--- config.mk ---
export PLATFORM = sky130hd
export DESIGN_NAME = spi_burst_master
export DESIGN_NICKNAME = d
export VERILOG_FILES = /design/src/rtl/spi_burst_pkg.sv /design/src/rtl/sbm_fifo.sv /design/src/rtl/sbm_halfper.sv /design/src/rtl/spi_burst_master.sv
export SDC_FILE = /design/constraint.sdc
export NUM_CORES = 1
export LEC_CHECK = 0
export BUFFER_PORTS_ARGS = -buffer_cell sky130_fd_sc_hd__buf_2
export CORE_MARGIN = 8
export CORE_UTILIZATION = 63
export DETAILED_ROUTE_END_ITERATION = 12
export MAX_ROUTING_LAYER = met4
export PLACE_DENSITY = 0.82
export SETUP_SLACK_MARGIN = 0.2
export SYNTH_ARGS = -nofsm -noshare
export SYNTH_HDL_FRONTEND = slang
export SYNTH_HIERARCHICAL = 1
export SYNTH_SLANG_ARGS = --single-unit
export TNS_END_PERCENT = 100
--- constraint.sdc ---
create_clock -name clk -period 5.65 [get_ports clk]
set_input_delay 0.8475 -clock clk [delete_from_list [all_inputs] [get_ports clk]]
set_output_delay 0.8475 -clock clk [all_outputs]
set_load 0.005 [all_outputs]
--- src/rtl/spi_burst_pkg.sv ---
package spi_burst_pkg;
    typedef enum logic [2:0] {
        ST_IDLE,
        ST_LOAD,
        ST_SHIFT,
        ST_TRAIL,
        ST_FINISH
    } sbm_state_t;
endpackage

--- src/rtl/sbm_fifo.sv ---
module sbm_fifo #(
    parameter int W     = 8,
    parameter int DEPTH = 64
) (
    input  logic         clk,
    input  logic         rst_n,
    input  logic         push,
    input  logic [W-1:0] wr_data,
    input  logic         pop,
    output logic [W-1:0] rd_data,
    output logic         full,
    output logic         empty
);
    localparam int AW = $clog2(DEPTH);

    logic [W-1:0] mem [DEPTH];
    logic [AW-1:0] wr_ptr, rd_ptr;
    logic [AW:0]   count;
    logic          do_push, do_pop;

    assign full    = (count == (AW+1)'(DEPTH));
    assign empty   = (count == '0);
    assign do_push = push && !full;
    assign do_pop  = pop && !empty;
    assign rd_data = mem[rd_ptr];

    always_ff @(posedge clk) begin
        if (do_push) mem[wr_ptr] <= wr_data;
    end

    always_ff @(posedge clk or negedge rst_n) begin
        if (!rst_n) begin
            wr_ptr <= '0;
            rd_ptr <= '0;
            count  <= '0;
        end else begin
            if (do_push) wr_ptr <= (wr_ptr == AW'(DEPTH-1)) ? '0 : wr_ptr + 1'b1;
            if (do_pop)  rd_ptr <= (rd_ptr == AW'(DEPTH-1)) ? '0 : rd_ptr + 1'b1;
            case ({do_push, do_pop})
                2'b10:   count <= count + 1'b1;
                2'b01:   count <= count - 1'b1;
                default: count <= count;
            endcase
        end
    end

    AST_FIFO_NO_OVERFLOW: assert property (@(posedge clk) disable iff (!rst_n)
        (push && !pop && full) |=> full && $stable(wr_ptr));
    AST_FIFO_NO_UNDERFLOW: assert property (@(posedge clk) disable iff (!rst_n)
        (pop && !push && empty) |=> empty && $stable(rd_ptr));
endmodule

--- src/rtl/sbm_halfper.sv ---
module sbm_halfper #(
    parameter int DIV_W = 8
) (
    input  logic             clk,
    input  logic             rst_n,
    input  logic             en,
    input  logic [DIV_W-1:0] div,
    output logic             tick
);
    logic [DIV_W-1:0] cnt_q;

    assign tick = en && (cnt_q == div);

    always_ff @(posedge clk or negedge rst_n) begin
        if (!rst_n)        cnt_q <= '0;
        else if (!en)      cnt_q <= '0;
        else if (tick)     cnt_q <= '0;
        else               cnt_q <= cnt_q + 1'b1;
    end

    AST_TICK_SPACING: assert property (@(posedge clk) disable iff (!rst_n)
        (tick && en && (div != '0)) |=> !tick);
endmodule

--- src/rtl/spi_burst_master.sv ---
module spi_burst_master
    import spi_burst_pkg::*;
#(
    parameter int DATA_W     = 8,
    parameter int FIFO_DEPTH = 64,
    parameter int NUM_CS     = 4,
    parameter int DIV_W      = 8,
    parameter int LEN_W      = 16,
    localparam int CS_W      = (NUM_CS > 1) ? $clog2(NUM_CS) : 1
) (
    input  logic              clk,
    input  logic              rst_n,
    input  logic              cfg_cpol,
    input  logic              cfg_cpha,
    input  logic              cfg_cs_high,
    input  logic [CS_W-1:0]   cfg_cs_sel,
    input  logic [DIV_W-1:0]  cfg_div,
    input  logic              start,
    input  logic [LEN_W-1:0]  burst_len,
    output logic              busy,
    output logic              done,
    input  logic              tx_push,
    input  logic [DATA_W-1:0] tx_data,
    output logic              tx_full,
    output logic              tx_empty,
    input  logic              rx_pop,
    output logic [DATA_W-1:0] rx_data,
    output logic              rx_full,
    output logic              rx_empty,
    output logic              sclk,
    output logic              mosi,
    input  logic              miso,
    output logic [NUM_CS-1:0] cs_o
);
    localparam int EDGES  = 2 * DATA_W;
    localparam int EDGE_W = $clog2(EDGES);

    sbm_state_t        state_q, state_d;
    logic [LEN_W-1:0]  bytes_q;
    logic [EDGE_W-1:0] edge_q;
    logic              sclk_ph_q;
    logic [DATA_W-1:0] tx_sh_q, rx_sh_q;
    logic [DATA_W-1:0] tx_head, rx_push_data;
    logic              tick, last_edge, is_lead, sample_now, setup_now;
    logic              can_load, rx_push, cs_act;

    sbm_fifo #(.W(DATA_W), .DEPTH(FIFO_DEPTH)) u_txq (
        .clk(clk), .rst_n(rst_n), .push(tx_push), .wr_data(tx_data),
        .pop(can_load), .rd_data(tx_head), .full(tx_full), .empty(tx_empty));

    sbm_fifo #(.W(DATA_W), .DEPTH(FIFO_DEPTH)) u_rxq (
        .clk(clk), .rst_n(rst_n), .push(rx_push), .wr_data(rx_push_data),
        .pop(rx_pop), .rd_data(rx_data), .full(rx_full), .empty(rx_empty));

    sbm_halfper #(.DIV_W(DIV_W)) u_half (
        .clk(clk), .rst_n(rst_n),
        .en(state_q == ST_SHIFT || state_q == ST_TRAIL),
        .div(cfg_div), .tick(tick));

    // Edge scheduling: even edge index = leading edge of a bit cell
    assign is_lead    = ~edge_q[0];
    assign last_edge  = (state_q == ST_SHIFT) && tick && (edge_q == EDGE_W'(EDGES-1));
    assign sample_now = (state_q == ST_SHIFT) && tick && (is_lead ^ cfg_cpha);
    assign setup_now  = (state_q == ST_SHIFT) && tick && !(is_lead ^ cfg_cpha)
                        && !last_edge && !(cfg_cpha && edge_q == '0);
    assign can_load   = (state_q == ST_LOAD) && !tx_empty && !rx_full;
    assign rx_push    = last_edge;
    assign rx_push_data = cfg_cpha ? {rx_sh_q[DATA_W-2:0], miso} : rx_sh_q;

    always_comb begin
        state_d = state_q;
        unique case (state_q)
            ST_IDLE:   if (start && burst_len != '0) state_d = ST_LOAD;
            ST_LOAD:   if (can_load) state_d = ST_SHIFT;
            ST_SHIFT:  if (last_edge) state_d = (bytes_q == LEN_W'(1)) ? ST_TRAIL : ST_LOAD;
            ST_TRAIL:  if (tick) state_d = ST_FINISH;
            ST_FINISH: state_d = ST_IDLE;
            default:   state_d = ST_IDLE;
        endcase
    end

    always_ff @(posedge clk or negedge rst_n) begin
        if (!rst_n) state_q <= ST_IDLE;
        else        state_q <= state_d;
    end

    always_ff @(posedge clk or negedge rst_n) begin
        if (!rst_n) begin
            bytes_q   <= '0;
            edge_q    <= '0;
            sclk_ph_q <= 1'b0;
            tx_sh_q   <= '0;
            rx_sh_q   <= '0;
        end else begin
            if (state_q == ST_IDLE && start) bytes_q <= burst_len;
            else if (last_edge)              bytes_q <= bytes_q - 1'b1;
            if (state_q == ST_LOAD)          edge_q <= '0;
            else if (state_q == ST_SHIFT && tick) edge_q <= edge_q + 1'b1;
            if (state_q == ST_SHIFT && tick) sclk_ph_q <= ~sclk_ph_q;
            if (can_load)                    tx_sh_q <= tx_head;
            else if (setup_now)              tx_sh_q <= {tx_sh_q[DATA_W-2:0], 1'b0};
            if (sample_now)                  rx_sh_q <= {rx_sh_q[DATA_W-2:0], miso};
        end
    end

    always_comb begin
        cs_act = (state_q == ST_LOAD) || (state_q == ST_SHIFT) || (state_q == ST_TRAIL);
        busy   = (state_q != ST_IDLE);
        done   = (state_q == ST_FINISH);
        sclk   = sclk_ph_q ^ cfg_cpol;
        mosi   = tx_sh_q[DATA_W-1];
        for (int i = 0; i < NUM_CS; i++)
            cs_o[i] = (cs_act && cfg_cs_sel == CS_W'(i)) ? cfg_cs_high : ~cfg_cs_high;
    end

    AST_SCLK_IDLE: assert property (@(posedge clk) disable iff (!rst_n)
        (state_q == ST_IDLE || state_q == ST_LOAD) |-> (sclk == cfg_cpol));
    AST_CS_SINGLE: assert property (@(posedge clk) disable iff (!rst_n)
        $countones(cs_o ^ {NUM_CS{~cfg_cs_high}}) <= 1);
    AST_DONE_PULSE: assert property (@(posedge clk) disable iff (!rst_n)
        done |=> !done && !busy);
    AST_NO_RX_OVERRUN: assert property (@(posedge clk) disable iff (!rst_n)
        rx_push |-> !rx_full);
    AST_STALL_PARK: assert property (@(posedge clk) disable iff (!rst_n)
        (state_q == ST_LOAD && (tx_empty || rx_full)) |=> $stable(sclk) && busy);
    AST_START_BUSY: assert property (@(posedge clk) disable iff (!rst_n)
        (state_q == ST_SHIFT && start) |=> $stable(bytes_q) || $past(last_edge));
endmodule

Word level (Yosys, flattened, before mapping)
Memory sizes are Yosys's and may differ from the RTL's.
Index checks and enable logic that the tools add are counted.
W data, S select, Z words.
{"block": "totals", "mem_count": 2, "wordCells": 127, "input_bits": 43, "output_inout_bits": 20, "ramBits": 1024, "reg_bits": 86}
{"block": "op_classes", "eq_ne": 24, "addsub": 11, "mux": 29, "n_reduce_logical": 43, "bitwise_logic": 5}
{"memory": "u_rxq.mem", "words": 64, "word_bits": 8, "read_ports": 1, "rd_ports_with_merged_regs": 0, "wr": 1, "line": "sbm_fifo.sv:16", "rtl": "logic [W-1:0] mem [DEPTH];"}
{"memory": "u_txq.mem", "words": 64, "word_bits": 8, "read_ports": 1, "rd_ports_with_merged_regs": 0, "wr": 1, "line": "sbm_fifo.sv:16"}
{"operator": "$mux W8", "count": 5}
{"operator": "$mux W16", "count": 2}
{"operator": "$pmux W7 S2", "count": 2}
{"operator": "$add A6 B1 Y6 const B", "count": 4}
{"operator": "$eq A6 B6 Y1 const B", "count": 4}
{"operator": "$mux W6", "count": 4}
{"operator": "$logic_and A1 B1 Y1", "count": 20}
{"operator": "$eq A16 B1 Y1 const B", "count": 1}
{"operator": "$reduce_bool A16 Y1", "count": 1}
{"operator": "$sub A16 B1 Y16 const B", "count": 1}
{"operator": "$add A7 B1 Y7 const B", "count": 2}
{"operator": "$eq A7 B7 Y1 const B", "count": 2}
{"operator": "$logic_not A7 Y1", "count": 2}
{"operator": "$sub A7 B1 Y7 const B", "count": 2}
{"operator": "$mux W3", "count": 4}
{"operator": "$pmux W3 S4", "count": 1}
{"operator": "$reduce_bool A2 Y1", "count": 5}
{"operator": "$add A8 B1 Y8 const B", "count": 1}
{"operator": "$eq A2 B2 Y1 const B", "count": 4}
{"operator": "$eq A8 B8 Y1", "count": 1}
{"operator": "$mux W1", "count": 8}
{"operator": "$mux W4", "count": 2}
{"operator": "$logic_not A1 Y1", "count": 7}
{"operator": "$eq A2 B1 Y1 const B", "count": 3}
{"operator": "16 further kinds", "count": 24}

Depth between registers and ports, before layout
Gate-level depths: netlist of the first run.
{"block": "depth", "depth_word": 10, "mapped_depth": 18, "depth_no_buf": 16}

Modules after synthesis
Netlist of the first run, hierarchy kept.
{"mod": "sbm_fifo (u_txq)", "instances": 1, "cells_per_inst": 1055, "area_each_um2": 21262.9, "seq_area_each_um2": 15850.2}
{"mod": "sbm_fifo (u_rxq)", "instances": 1, "cells_per_inst": 1033, "area_each_um2": 21082.7, "seq_area_each_um2": 15850.2}
{"mod": "spi_burst_master", "instances": 1, "cells_per_inst": 227, "area_each_um2": 2402.3, "seq_area_each_um2": 1001.0}
{"mod": "sbm_halfper", "instances": 1, "cells_per_inst": 47, "area_each_um2": 484.2, "seq_area_each_um2": 200.2}

Least setup slack after synthesis of the first run
Ideal clock, no wire load.
{"block": "synth_path", "path_kind": "input-to-reg", "from": "input cfg_div[1]", "to": "register u_rxq.count[5]", "path_buffers": 1, "path_slack_ps": 1140, "stages": 16, "required_ps": 5514, "arrival_ps": 4374, "cell_sequence": "xor2_1 > nor4_2 > and3_1 > and4bb_1 > buf_4 > nand2_1 > inv_2 > inv_1 > a31o_2 > ha_1 > ha_1 > a21o_1 > a21o_1 > a21oi_1 > nor4_1 > or3b_2"}
{"block": "synth_between", "elab_chain_len": 7, "elab_cells_between_ends": 9}
{"element": "start, declared", "line": "spi_burst_master.sv:17", "rtl": "input logic [DIV_W-1:0] cfg_div,"}
{"element": "$eq A8 B8 Y1 *", "line": "sbm_halfper.sv:12", "rtl": "assign tick = en && (cnt_q == div);"}
{"element": "$logic_and A1 B1 Y1 *", "line": "sbm_halfper.sv:12"}
{"element": "named net tick", "line": "spi_burst_master.sv:44", "rtl": "logic tick, last_edge, is_lead, sample_now, setup_now;"}
{"element": "$logic_and A1 B1 Y1 * (2 in series)", "line": "spi_burst_master.sv:62", "rtl": "assign last_edge = (state_q == ST_SHIFT) && tick && (edge_q == EDGE_W'(EDGES-1));"}
{"element": "named net last_edge", "line": "spi_burst_master.sv:44"}
{"element": "$logic_and A1 B1 Y1 *", "line": "sbm_fifo.sv:23", "rtl": "assign do_push = push && !full;"}
{"element": "$eq A2 B1 Y1 or $eq A2 B2 Y1 (tied branches)", "line": "sbm_fifo.sv:39", "rtl": "case ({do_push, do_pop})"}
{"element": "$pmux W7 S2 or $reduce_bool A2 Y1 (tied branches)"}
{"element": "end signal, assigned", "line": "sbm_fifo.sv:40", "rtl": "2'b10: count <= count + 1'b1;"}
{"element": "end signal, assigned", "line": "sbm_fifo.sv:41", "rtl": "2'b01: count <= count - 1'b1;"}
{"element": "end signal, assigned", "line": "sbm_fifo.sv:42", "rtl": "default: count <= count;"}
{"element": "end, declared", "line": "sbm_fifo.sv:18", "rtl": "logic [AW:0] count;"}
The timed path passes the listed nets; every way through them passes the cells marked *.
A chain may end at the register's enable or synchronous reset.

Worst setup path after layout of the first run
{"block": "layout_path", "from": "register u_half.cnt_q[0]", "to": "memory u_rxq.mem[12][1], enable pin"}
{"block": "layout_between", "elab_chain_len": 7}
{"element": "start, declared", "line": "sbm_halfper.sv:10", "rtl": "logic [DIV_W-1:0] cnt_q;"}
{"element": "start signal, assigned", "line": "sbm_halfper.sv:18", "rtl": "else cnt_q <= cnt_q + 1'b1;"}
{"element": "$eq A8 B8 Y1", "line": "sbm_halfper.sv:12"}
{"element": "$logic_and A1 B1 Y1", "line": "sbm_halfper.sv:12"}
{"element": "named net tick", "line": "spi_burst_master.sv:44"}
{"element": "$logic_and A1 B1 Y1 (2 in series)", "line": "spi_burst_master.sv:62"}
{"element": "named net last_edge", "line": "spi_burst_master.sv:44"}
{"element": "$logic_and A1 B1 Y1", "line": "sbm_fifo.sv:23"}
{"element": "$mux W1", "line": "sbm_fifo.sv:28", "rtl": "if (do_push) mem[wr_ptr] <= wr_data;"}
{"element": "$mux W1 (implied by the code)", "line": "sbm_fifo.sv:28"}
{"element": "end, declared", "line": "sbm_fifo.sv:16"}
The timed path passes the listed nets, and every way through them passes these cells.

==> summary.txt, run 1 <==
Run status
  – Status: complete, no violations

STA
  – Tmin final: 5.03 ns
  – Tightest Pin Transition: 1.29 ns
  – RSZ-0062 raised after global routing: false
  – Final Setup Violations: 0
  – Final period util: 0.891
  – Worst clock skew: 0.0633 ns
  – Fin. max-slew vios: 0
  – Slew headroom: 0.139
  – FMAX: 0.199 GHz
  – Final Hold Viols: 0
  – Setup TNS: 0 ns

Floorplanning
  – Initial core utilization: 0.635
  – Die width: 284 µm
  – Die Ht: 284 µm
  – Core area: 71200 µm²
  – Die Area: 80600 µm²
  – Num rows: 98
  – I/O pin count: 63

Synth
  – Post-synth EDFFs: 1024
  – Synth top area cells: edfxtp_1 68%, mux4_2 11%, dfrtp_1 4.8%, mux2_2 2.6%, nor2_1 1.5%
  – Post-synthesis cell type count: 86
  – Mux cell area share after synthesis: 0.152
  – Post-Synth Adder-Cell Area: 0.00669
  – Syn. warnings: 6
  – Count leader, synth: edfxtp_1
  – Synth top area share: 0.680
  – Synth area leader: edfxtp_1
  – Ys flop type: edfxtp_1
  – Sequential share of the synthesized area: 0.727
  – Compound-Gate Fraction of Synth Area: 0.0367
  – Synth cell count leaders: 1024 x edfxtp_1, 228 x mux4_2, 180 x nor2_1
  – Async S/R FF share, synth: 0.0775
  – Syn Area/Cell: 19.1 µm²
  – FF+latch count, synth: 1110
  – Post-synthesis xor/xnor area fraction: 0.00755
  – Synth Area in Simple Gates: 0.0489
  – Syn nets: 2428
  – Mapped Cells: 2362
  – Combinational family with the most area after synthesis: multiplexers
  – Netlist Area Pre-Place: 45200 µm²

Flow run
  – Max Cap Viol: 0

Clock tree
  – Max H-tree Level: 3
  – Clock buffer depth: 3
  – CTS tree: done
  – Total CTS buffers: 106
  – Clock Sinks: 1110
  – Post CTS Setup Buffer Count: 0
  – Clk root buf: clkbuf_16
  – Resized cells post-CTS: 0
  – CTS clk-pin slew, worst paths: 0.07 ns
  – Clock latency at the later pin of the worst-skew pair: 0.69 ns
  – Hold buffer count at CTS: 0

Routing
  – Initial drt markers: 3123
  – Via count: 24467
  – Routed Antenna Nets: 0
  – Post-route DRC: 0
  – DR vias/cell: 7.03
  – Final wirelength: 109000 µm
  – Drt pass-1 iters: 6
  – DR WL/cell: 31.3 µm

Global route
  – Initial antenna violation count: 0
  – Grt total ovfl: 0
  – First-pass GRT wire length: 163000 µm
  – Pin count of the biggest net entering global routing: 73
  – Vias in the first global route: 24616
  – All-layer global routing usage: 0.276

Worst setup path
  – WS Path Type: register to register
  – Crit path cell chain: xor2_1 > nor4_2 > buf_4 > and3_1 > and4bb_1 > nand2_1 > inv_2 > inv_1 > a311oi_2 > nand2_1 > nor2_1
  – Critical path's most frequent cell: nand2_1
  – Crit path DAT: 5.34 ns
  – Worst Reg2Reg Path Length in Cells: 11
  – Worst setup SP type: register
  – Critical Path Fanout Max: 9
  – Crit end category: register
  – Crit-path max cell delay: 0.83 ns
  – CP required: 5.96 ns
  – Critical-path top delay cell: nor2_1

Final layout
  – Number of diodes: 0
  – Final nets: 2507
  – Area Overhead vs Synth: 10.6%
  – Layout cell share with drive strength beyond 1: 0.248

Power and ir drop
  – Total power: 22.2 mW
  – Leak: 16.1 nW
  – Peak VDD IR: 603 µV
  – Cell Pwr Density: 443 nW/µm²

Place
  – Gp weighted congestion: 0.878
  – I/O Buffers: 62
  – HPWL after DPL: 61200 µm

Hold path
  – Worst min-delay path class: input pin to asynchronous set/reset pin
worst max-delay path: cells and delay by family, from the launching register on:
kind            cells  cell delay [ns]
flops               1             0.45
simple gates        6             2.86
compound gates      1             0.56
xor+xnor            1             0.20
buf+inv             3             0.58
power breakdown:
group	switching [mW]	internal (mW)
combinational	2.36	2.07
clock	3.09	4.59
sequential	0.763	9.30
cell usage in the layout, fill, tap and decap left out, drive strengths merged, types with 26 or more instances in the layout:
| cell type | n |
|---|---|
| buf | 90 |
| clkbuf | 136 |
| clkinv | 36 |
| dfrtp | 86 |
| edfxtp | 1024 |
| inv | 34 |
| mux2 | 104 |
| mux2i | 48 |
| mux4 | 232 |
| nand2 | 92 |
| nand3 | 30 |
| nor2 | 181 |
| o21ai | 33 |
| o22ai | 26 |
kinds of logic after synthesis:
kind of cell,count (synthesis)
flops,1110
simple gates,431
mux,384
compound gates,222
buf+inv,153
xor+xnor,39
fa+ha+maj,23
sequential cells by signal, summed over array words and instances (netlist names), 3 cells and up:
signal / flops
u_half/cnt_q: 8
u_txq/mem: 512
bytes_q: 16
u_rxq/rd_ptr: 6
state_q: 3
tx_sh_q: 8
u_rxq/mem: 512
u_rxq/wr_ptr: 6
edge_q: 4
u_txq/count: 7
rx_sh_q: 8
u_txq/wr_ptr: 6
u_rxq/count: 7
u_txq/rd_ptr: 6
worst paths after layout:
path	startpoint	end	slack, ns
max in group asynchronous	rst_n	u_txq/rd_ptr[2]	4.44
worst max-delay path	u_half/cnt_q[0]	u_rxq/mem[12][1]	0.62
worst max register to register	u_half/cnt_q[0]	u_rxq/mem[12][1]	0.62
min in group clk	burst_len[9]	bytes_q[9]	0.40
worst min-delay path	rst_n	bytes_q[15]	0.15
worst min register to register	sclk_ph_q	sclk_ph_q	0.49
metrics by stage:
stage	setup slack [ns]	util	area [µm²]	std cells	hold slack, ns
4_1_cts	0.745	0.703	50000	3479	0.164
3_5_place_dp	0.362	0.649	46200	3283	0.489
2_1_floorplan	1.14	-	45200	2362	0.462
3_3_place_gp	0.702	0.649	46200	3283	0.465
6_report	0.619	0.703	50000	3479	0.155
5_1_grt	0.391	0.703	50000	3479	0.202
layout make-up:
cell class | count | area (µm²)
multi-input combinational | 1099 | 11400
fill | 3946 | 21200
tap | 950 | 1190
inverter | 34 | 128
clock inverter | 60 | 962
timing repair buffer | 90 | 548
sequential | 1110 | 32900
clock buffer | 136 | 2860
per-layer routing:
layer / GRT usage / vias up / routed length (µm)
met3: 0.0419 / 296 / 10800
met4: 0.0987 / 0 / 4490
met5: - / - / 0
met1: 0.355 / 12581 / 38700
li1: - / 9787 / -
met2: 0.453 / 1803 / 54800
(Power assumes the default switching activity.)
==> run 2: changes to the inputs <==
Settings changed: CELL_PAD_IN_SITES_DETAIL_PLACEMENT from default to 1, CELL_PAD_IN_SITES_GLOBAL_PLACEMENT from default to 1, CORE_UTILIZATION 63 to 55, PLACE_DENSITY 0.82 to 0.81.
==> summary.txt, run 2 (same netlist as run 1, synthesis figures left out) <==
STA
  – Tmin final: 5.00 ns (was 5.03 ns)
  – Worst clock skew: 0.0667 ns (was 0.0633 ns)
  – Final period util: 0.884 (was 0.891)
  – Fin. max-slew vios: 0 (unchanged)
  – Tightest Pin Transition: 1.27 ns (was 1.29 ns)
  – Final Hold Viols: 0 (unchanged)
  – RSZ-0062 raised after global routing: false (unchanged)
  – Final Setup Violations: 0 (unchanged)
  – FMAX: 0.200 GHz (was 0.199 GHz)
  – Setup TNS: 0 ns (unchanged)
  – Worst slack on hold paths: 0.123 ns (was 0.155 ns)
  – Slew headroom: 0.155 (was 0.139)

Final layout
  – Final nets: 2525 (was 2507)
  – Multi-input logic area: 11400 µm² (about the same)
  – Most frequent cells in the layout: 1024 x edfxtp_1, 228 x mux4_2, 179 x nor2_1, 108 x clkbuf_16, 104 x mux2_2 (was 1024 x edfxtp_1, 228 x mux4_2, 180 x nor2_1, 107 x clkbuf_16, 96 x mux2_2)
  – Sequential standard cell area: 32900 µm² (unchanged)
  – Filler Cells Inserted: 6908 (was 3946)
  – Commonest non-fill, non-tap cell in the layout: edfxtp_1 (unchanged)
  – Layout cell share with drive strength beyond 1: 0.253 (was 0.248)
  – Number of diodes: 0 (unchanged)
  – Biggest regs: u_rxq/mem x512, u_txq/mem x512, bytes_q x16 (unchanged)
  – Area Overhead vs Synth: 10.7% (was 10.6%)

Power and ir drop
  – Internal power: 15.4 mW (was 16.0 mW)
  – Peak VDD IR: 492 µV (was 603 µV)
  – Leak: 16.0 nW (was 16.1 nW)
  – Net switching power: 6.40 mW (was 6.22 mW)
  – Cell Pwr Density: 436 nW/µm² (was 443 nW/µm²)
  – Clock share of power: 0.328 (was 0.347)
  – Sw frac: 0.293 (was 0.280)
  – Total power: 21.8 mW (was 22.2 mW)
  – Combinational power share: 0.208 (was 0.200)
  – Flop pwr share: 0.464 (was 0.454)

Flow run
  – Max Cap Viol: 0 (unchanged)

Worst setup path
  – Worst setup SP type: register (unchanged)
  – WS Path Type: register to register (unchanged)
  – CP required: 5.96 ns (about the same)
  – Crit path DAT: 5.31 ns (was 5.34 ns)
  – Crit end category: register (unchanged)
  – Critical Path Fanout Max: 9 (unchanged)

Routing
  – Drt pass-1 iters: 5 (was 6)
  – Routed Antenna Nets: 0 (unchanged)
  – Metal2 WL: 59100 µm (was 54800 µm)
  – Via count: 23905 (was 24467)
  – Final wirelength: 116000 µm (was 109000 µm)
  – DR top layer: met4 (unchanged)
  – DR vias/cell: 6.60 (was 7.03)
  – Metal-1 WL: 44900 µm (was 38700 µm)
  – DR WL/cell: 32.0 µm (was 31.3 µm)
  – Met3 WL: 8660 µm (was 10800 µm)
  – Initial drt markers: 2694 (was 3123)
  – Post-route DRC: 0 (unchanged)

Clock tree
  – Resized cells post-CTS: 0 (unchanged)
  – Post CTS Setup Buffer Count: 0 (unchanged)
  – Clk root buf: clkbuf_16 (unchanged)
  – Clock buffer depth: 3 (unchanged)
  – CTS tree: done (unchanged)
  – Total CTS buffers: 107 (was 106)
  – Clock latency at the later pin of the worst-skew pair: 0.70 ns (was 0.69 ns)
  – Max H-tree Level: 3 (unchanged)
  – Hold buffer count at CTS: 0 (unchanged)
  – Clock Sinks: 1110 (unchanged)
  – CTS clk-pin slew, worst paths: 0.06 ns (was 0.07 ns)

Place
  – HPWL after DPL: 70400 µm (was 61200 µm)
  – I/O Buffers: 62 (unchanged)
  – Gp weighted congestion: 0.909 (was 0.878)

Global route
  – Vias in the first global route: 25338 (was 24616)
  – Initial antenna violation count: 1 (was 0)
  – Pin count of the biggest net entering global routing: 65 (was 73)
  – First-pass GRT wire length: 172000 µm (was 163000 µm)
  – All-layer global routing usage: 0.262 (was 0.276)
  – Grt total ovfl: 0 (unchanged)

Floorplanning
  – Die width: 303 µm (was 284 µm)
  – Die Area: 91700 µm² (was 80600 µm²)
  – Core area: 81700 µm² (was 71200 µm²)
  – Die Ht: 303 µm (was 284 µm)
  – Initial core utilization: 0.554 (was 0.635)
  – I/O pin count: 63 (unchanged)
  – Num rows: 105 (was 98)

Hold path
  – Worst min-delay path class: input pin to asynchronous set/reset pin (unchanged)

Run status
  – Status: complete, no violations (unchanged)
[run 2: power by group through the flow]
stage | registers, mW | clock network, mW | logic (mW)
after CTS | 10.1 | 7.25 | 4.54
after global routing | 10.2 | 7.51 | 4.79
after global placement | 10.2 | 0 | 4.24
after detailed placement | 10.3 | 0 | 4.45
final | 10.1 | 7.16 | 4.54
after floorplan | 9.64 | 0 | 3.79
[run 2: cell type report]
type,count,share of cell area
clock buffers,129,0.0568
clock inverters,71,0.0142
inverters,34,0.00255
multi-input cells,1099,0.228
flip-flops and latches,1110,0.658
well taps,1070,0.0267
repair buffers,107,0.0140
[run 2: critical path, cell delays in order, from the launching register on]
cell and delay, ns:
dfrtp_1 0.45, xor2_1 0.19, nor4_2 0.30, buf_4 0.21
and3_1 0.33, and4bb_1 0.23, buf_4 0.16, nand2_1 0.20
inv_2 0.24, inv_1 0.12, a311oi_2 0.61, nand2_1 0.69
nor2_1 0.90
[run 2: worst paths after layout]
| check | start | end | slack [ns] | cells after the start |
|---|---|---|---|---|
| setup reg to reg | u_half/cnt_q[1] | u_rxq/mem[53][4] | 0.65 | 12 |
| hold / removal | rst_n | u_txq/rd_ptr[0] | 0.12 | 1 |
| hold reg to reg | tx_sh_q[1] | tx_sh_q[1] | 0.51 | 1 |
| min in group clk | burst_len[7] | bytes_q[7] | 0.42 | 3 |
| max in group asynchronous | rst_n | u_rxq/rd_ptr[1] | 4.27 | 2 |
| setup / recovery | u_half/cnt_q[1] | u_rxq/mem[53][4] | 0.65 | 12 |
[run 2: stage by stage]
stage,setup WS [ns],util,instances,instance area (µm²)
detailed placement,0.354,0.569,3420,46500
floorplan,1.14,-,2362,45200
CTS,0.654,0.613,3620,50100
finish,0.655,0.613,3620,50100
global placement,0.468,0.569,3420,46500
global route,0.483,0.613,3620,50100
[run 2: metal layers]
layer	up-vias	GRT usage
met5	-	-
met4	0	0.0737
met3	211	0.0391
met2	1153	0.435
met1	12710	0.339
li1	9831	-
==> run 3: changes to the inputs <==
Settings changed: CORE_UTILIZATION 55 to 57, CTS_BUF_LIST from default to sky130_fd_sc_hd__clkbuf_4, PLACE_DENSITY 0.81 to 0.83, RECOVER_POWER from default to 25.
==> summary.txt, run 3 (same netlist as run 1, synthesis figures left out) <==
Worst setup path
  – Crit path DAT: 4.46 ns (was 5.31 ns)
  – Crit end category: primary output (was register)
  – WS Path Type: register to primary output (was register to register)
  – Crit-path max cell delay: 1.00 ns (was 0.90 ns)
  – Critical Path Fanout Max: 41 (was 9)
  – CP required: 4.80 ns (was 5.96 ns)
  – Worst setup SP type: register (unchanged)
  – Critical-path top delay cell: dfrtp_4 (was nor2_1)
  – Crit path cell chain: buf_4 > mux4_2 > a22oi_1 > a311oi_1 > a211o_1 > buf_2 (was xor2_1 > nor4_2 > buf_4 > and3_1 > and4bb_1 > buf_4 > nand2_1 > inv_2 > inv_1 > a311oi_2 > nand2_1 > nor2_1)
  – Worst Reg2Reg Path Length in Cells: 12 (unchanged)

Final layout
  – Biggest regs: u_rxq/mem x512, u_txq/mem x512, bytes_q x16 (unchanged)
  – Layout cell share with drive strength beyond 1: 0.316 (was 0.253)
  – Most frequent cells in the layout: 1024 x edfxtp_1, 410 x clkbuf_4, 228 x mux4_2, 180 x nor2_1, 104 x mux2_2 (was 1024 x edfxtp_1, 228 x mux4_2, 179 x nor2_1, 108 x clkbuf_16, 104 x mux2_2)
  – Area Overhead vs Synth: 10.9% (was 10.7%)
  – Final nets: 2729 (was 2525)
  – Commonest non-fill, non-tap cell in the layout: edfxtp_1 (unchanged)

Routing
  – Met3 WL: 10600 µm (was 8660 µm)
  – Final wirelength: 125000 µm (was 116000 µm)
  – DR WL/cell: 32.1 µm (was 32.0 µm)
  – DR top layer: met4 (unchanged)
  – Post-route DRC: 0 (unchanged)
  – Metal2 WL: 62900 µm (was 59100 µm)
  – Initial drt markers: 3090 (was 2694)
  – Routed Antenna Nets: 0 (unchanged)
  – Drt pass-1 iters: 5 (unchanged)
  – DR vias/cell: 6.58 (was 6.60)
  – Metal-1 WL: 46200 µm (was 44900 µm)
  – Via count: 25711 (was 23905)

Clock tree
  – Clock Sinks: 1110 (unchanged)
  – Clk root buf: clkbuf_4 (was clkbuf_16)
  – CTS tree: done (unchanged)
  – Max H-tree Level: 5 (was 3)
  – Clock buffer depth: 4 (was 3)
  – Total CTS buffers: 299 (was 107)
  – Resized cells post-CTS: 0 (unchanged)
  – Clock latency at the later pin of the worst-skew pair: 1.16 ns (was 0.70 ns)
  – CTS clk-pin slew, worst paths: 0.07 ns (was 0.06 ns)

Global route
  – Pin count of the biggest net entering global routing: 67 (was 65)
  – Initial antenna violation count: 5 (was 1)
  – Vias in the first global route: 27952 (was 25338)
  – First-pass GRT wire length: 187000 µm (was 172000 µm)
  – Grt total ovfl: 0 (unchanged)
  – All-layer global routing usage: 0.289 (was 0.262)

Power and ir drop
  – Peak VDD IR: 277 µV (was 492 µV)
  – Total power: 21.8 mW (about the same)
  – Cell Pwr Density: 435 nW/µm² (was 436 nW/µm²)
  – Leak: 16.4 nW (was 16.0 nW)

STA
  – Tightest Pin Transition: 3.28 ns (was 1.27 ns)
  – Setup TNS: 0 ns (unchanged)
  – FMAX: 0.188 GHz (was 0.200 GHz)
  – RSZ-0062 raised after global routing: false (unchanged)
  – Worst setup margin: 0.339 ns (was 0.655 ns)
  – Final period util: 0.940 (was 0.884)
  – Worst clock skew: 0.100 ns (was 0.0667 ns)
  – Tmin final: 5.31 ns (was 5.00 ns)
  – Final Setup Violations: 0 (unchanged)
  – Slew headroom: -1.18 (was 0.155)
  – Final Hold Viols: 0 (unchanged)
  – Fin. max-slew vios: 536 (was 0)

Floorplanning
  – Die Ht: 298 µm (was 303 µm)
  – Core area: 78700 µm² (was 81700 µm²)
  – I/O pin count: 63 (unchanged)
  – Die Area: 88600 µm² (was 91700 µm²)
  – Initial core utilization: 0.574 (was 0.554)
  – Die width: 298 µm (was 303 µm)
  – Num rows: 103 (was 105)

Place
  – HPWL after DPL: 70100 µm (was 70400 µm)
  – Gp weighted congestion: 0.875 (was 0.909)
  – I/O Buffers: 62 (unchanged)
  – Post-placement worst setup slack: 0.275 ns (was 0.354 ns)

Hold path
  – WHS Path Cells: 4
  – Worst min-delay path class: input pin to register (was input pin to asynchronous set/reset pin)

Flow run
  – Max Cap Viol: 9 (was 0)

Run status
  – Status: finished with violations (was complete, no violations)
  – Failing checks: max-capacitance violations, max-slew violations
==> run 3: cell types whose count changed in the layout (fill, tap and decap cells not counted), sizes merged <==
cell	change
bufinv	-3
clkbuf	+292
inv	+5
diode	+7
buf	-14
clkinv	+8
clkinvlp	-3
dlygate4sd3	+15
==> run 3: area by class of cell <==
cell class	count	area (µm²)
Sequential cell	1110	32900
Fill cell	6754	28600
Multi-Input combinational cell	1099	11400
Clock buffer	410	3080
Tap cell	1050	1310
Timing Repair Buffer	119	805
Clock inverter	78	463
Inverter	34	128
Antenna cell	7	17.5
==> run 3: critical path: cells and delay by family, from the launching register on <==
family	cells	cell delay, ns
mux	1	0.59
flops	1	1.00
compound gates	3	1.04
buf+inv	2	0.61
==> run 3: metrics by stage <==
step	hold slack [ns]	cells	area, µm²	util
final	0.110	3907	50100	0.637
after global routing	0.0885	3906	50100	0.637
after CTS	0.0158	3900	50100	0.637
after detailed placement	0.487	3397	46500	0.590
after global placement	0.481	3397	46500	0.590
after floorplan	0.462	2362	45200	-
==> run 3: repair_timing <==
action | in CTS | in global routing
hold buffers | 15 | 0
endpoints found under the hold margin | 68 | 0
buffers inserted | 0 | 0
==> run 3: final timing paths <==
check                           startpoint          endpoint  slack [ns]
hold reg to reg                 tx_sh_q[0]        tx_sh_q[0]        0.51
setup / recovery           u_rxq/rd_ptr[0]        rx_data[4]        0.34
setup reg to reg           u_half/cnt_q[0]  u_rxq/mem[45][4]        0.46
max in group asynchronous            rst_n   u_rxq/rd_ptr[1]        2.00
hold / removal                burst_len[5]        state_q[0]        0.11
min in group asynchronous            rst_n   u_half/cnt_q[4]        1.33
==> run 3: where the power goes <==
| part | switching, mW | leakage (nW) | internal [mW] | total (mW) |
|---|---|---|---|---|
| registers | 0.793 | 10.3 | 9.30 | 10.1 |
| clock network | 3.46 | 2.12 | 3.62 | 7.07 |
| logic | 2.55 | 3.98 | 2.11 | 4.66 |
| total | 6.80 | 16.4 | 15.0 | 21.8 |
==> run 3: routing by layer <==
layer | track usage | vias to the layer above
met1 | 0.359 | 13264
met3 | 0.0559 | 367
met4 | 0.130 | 0
li1 | - | 10388
met2 | 0.466 | 1692
met5 | - | -
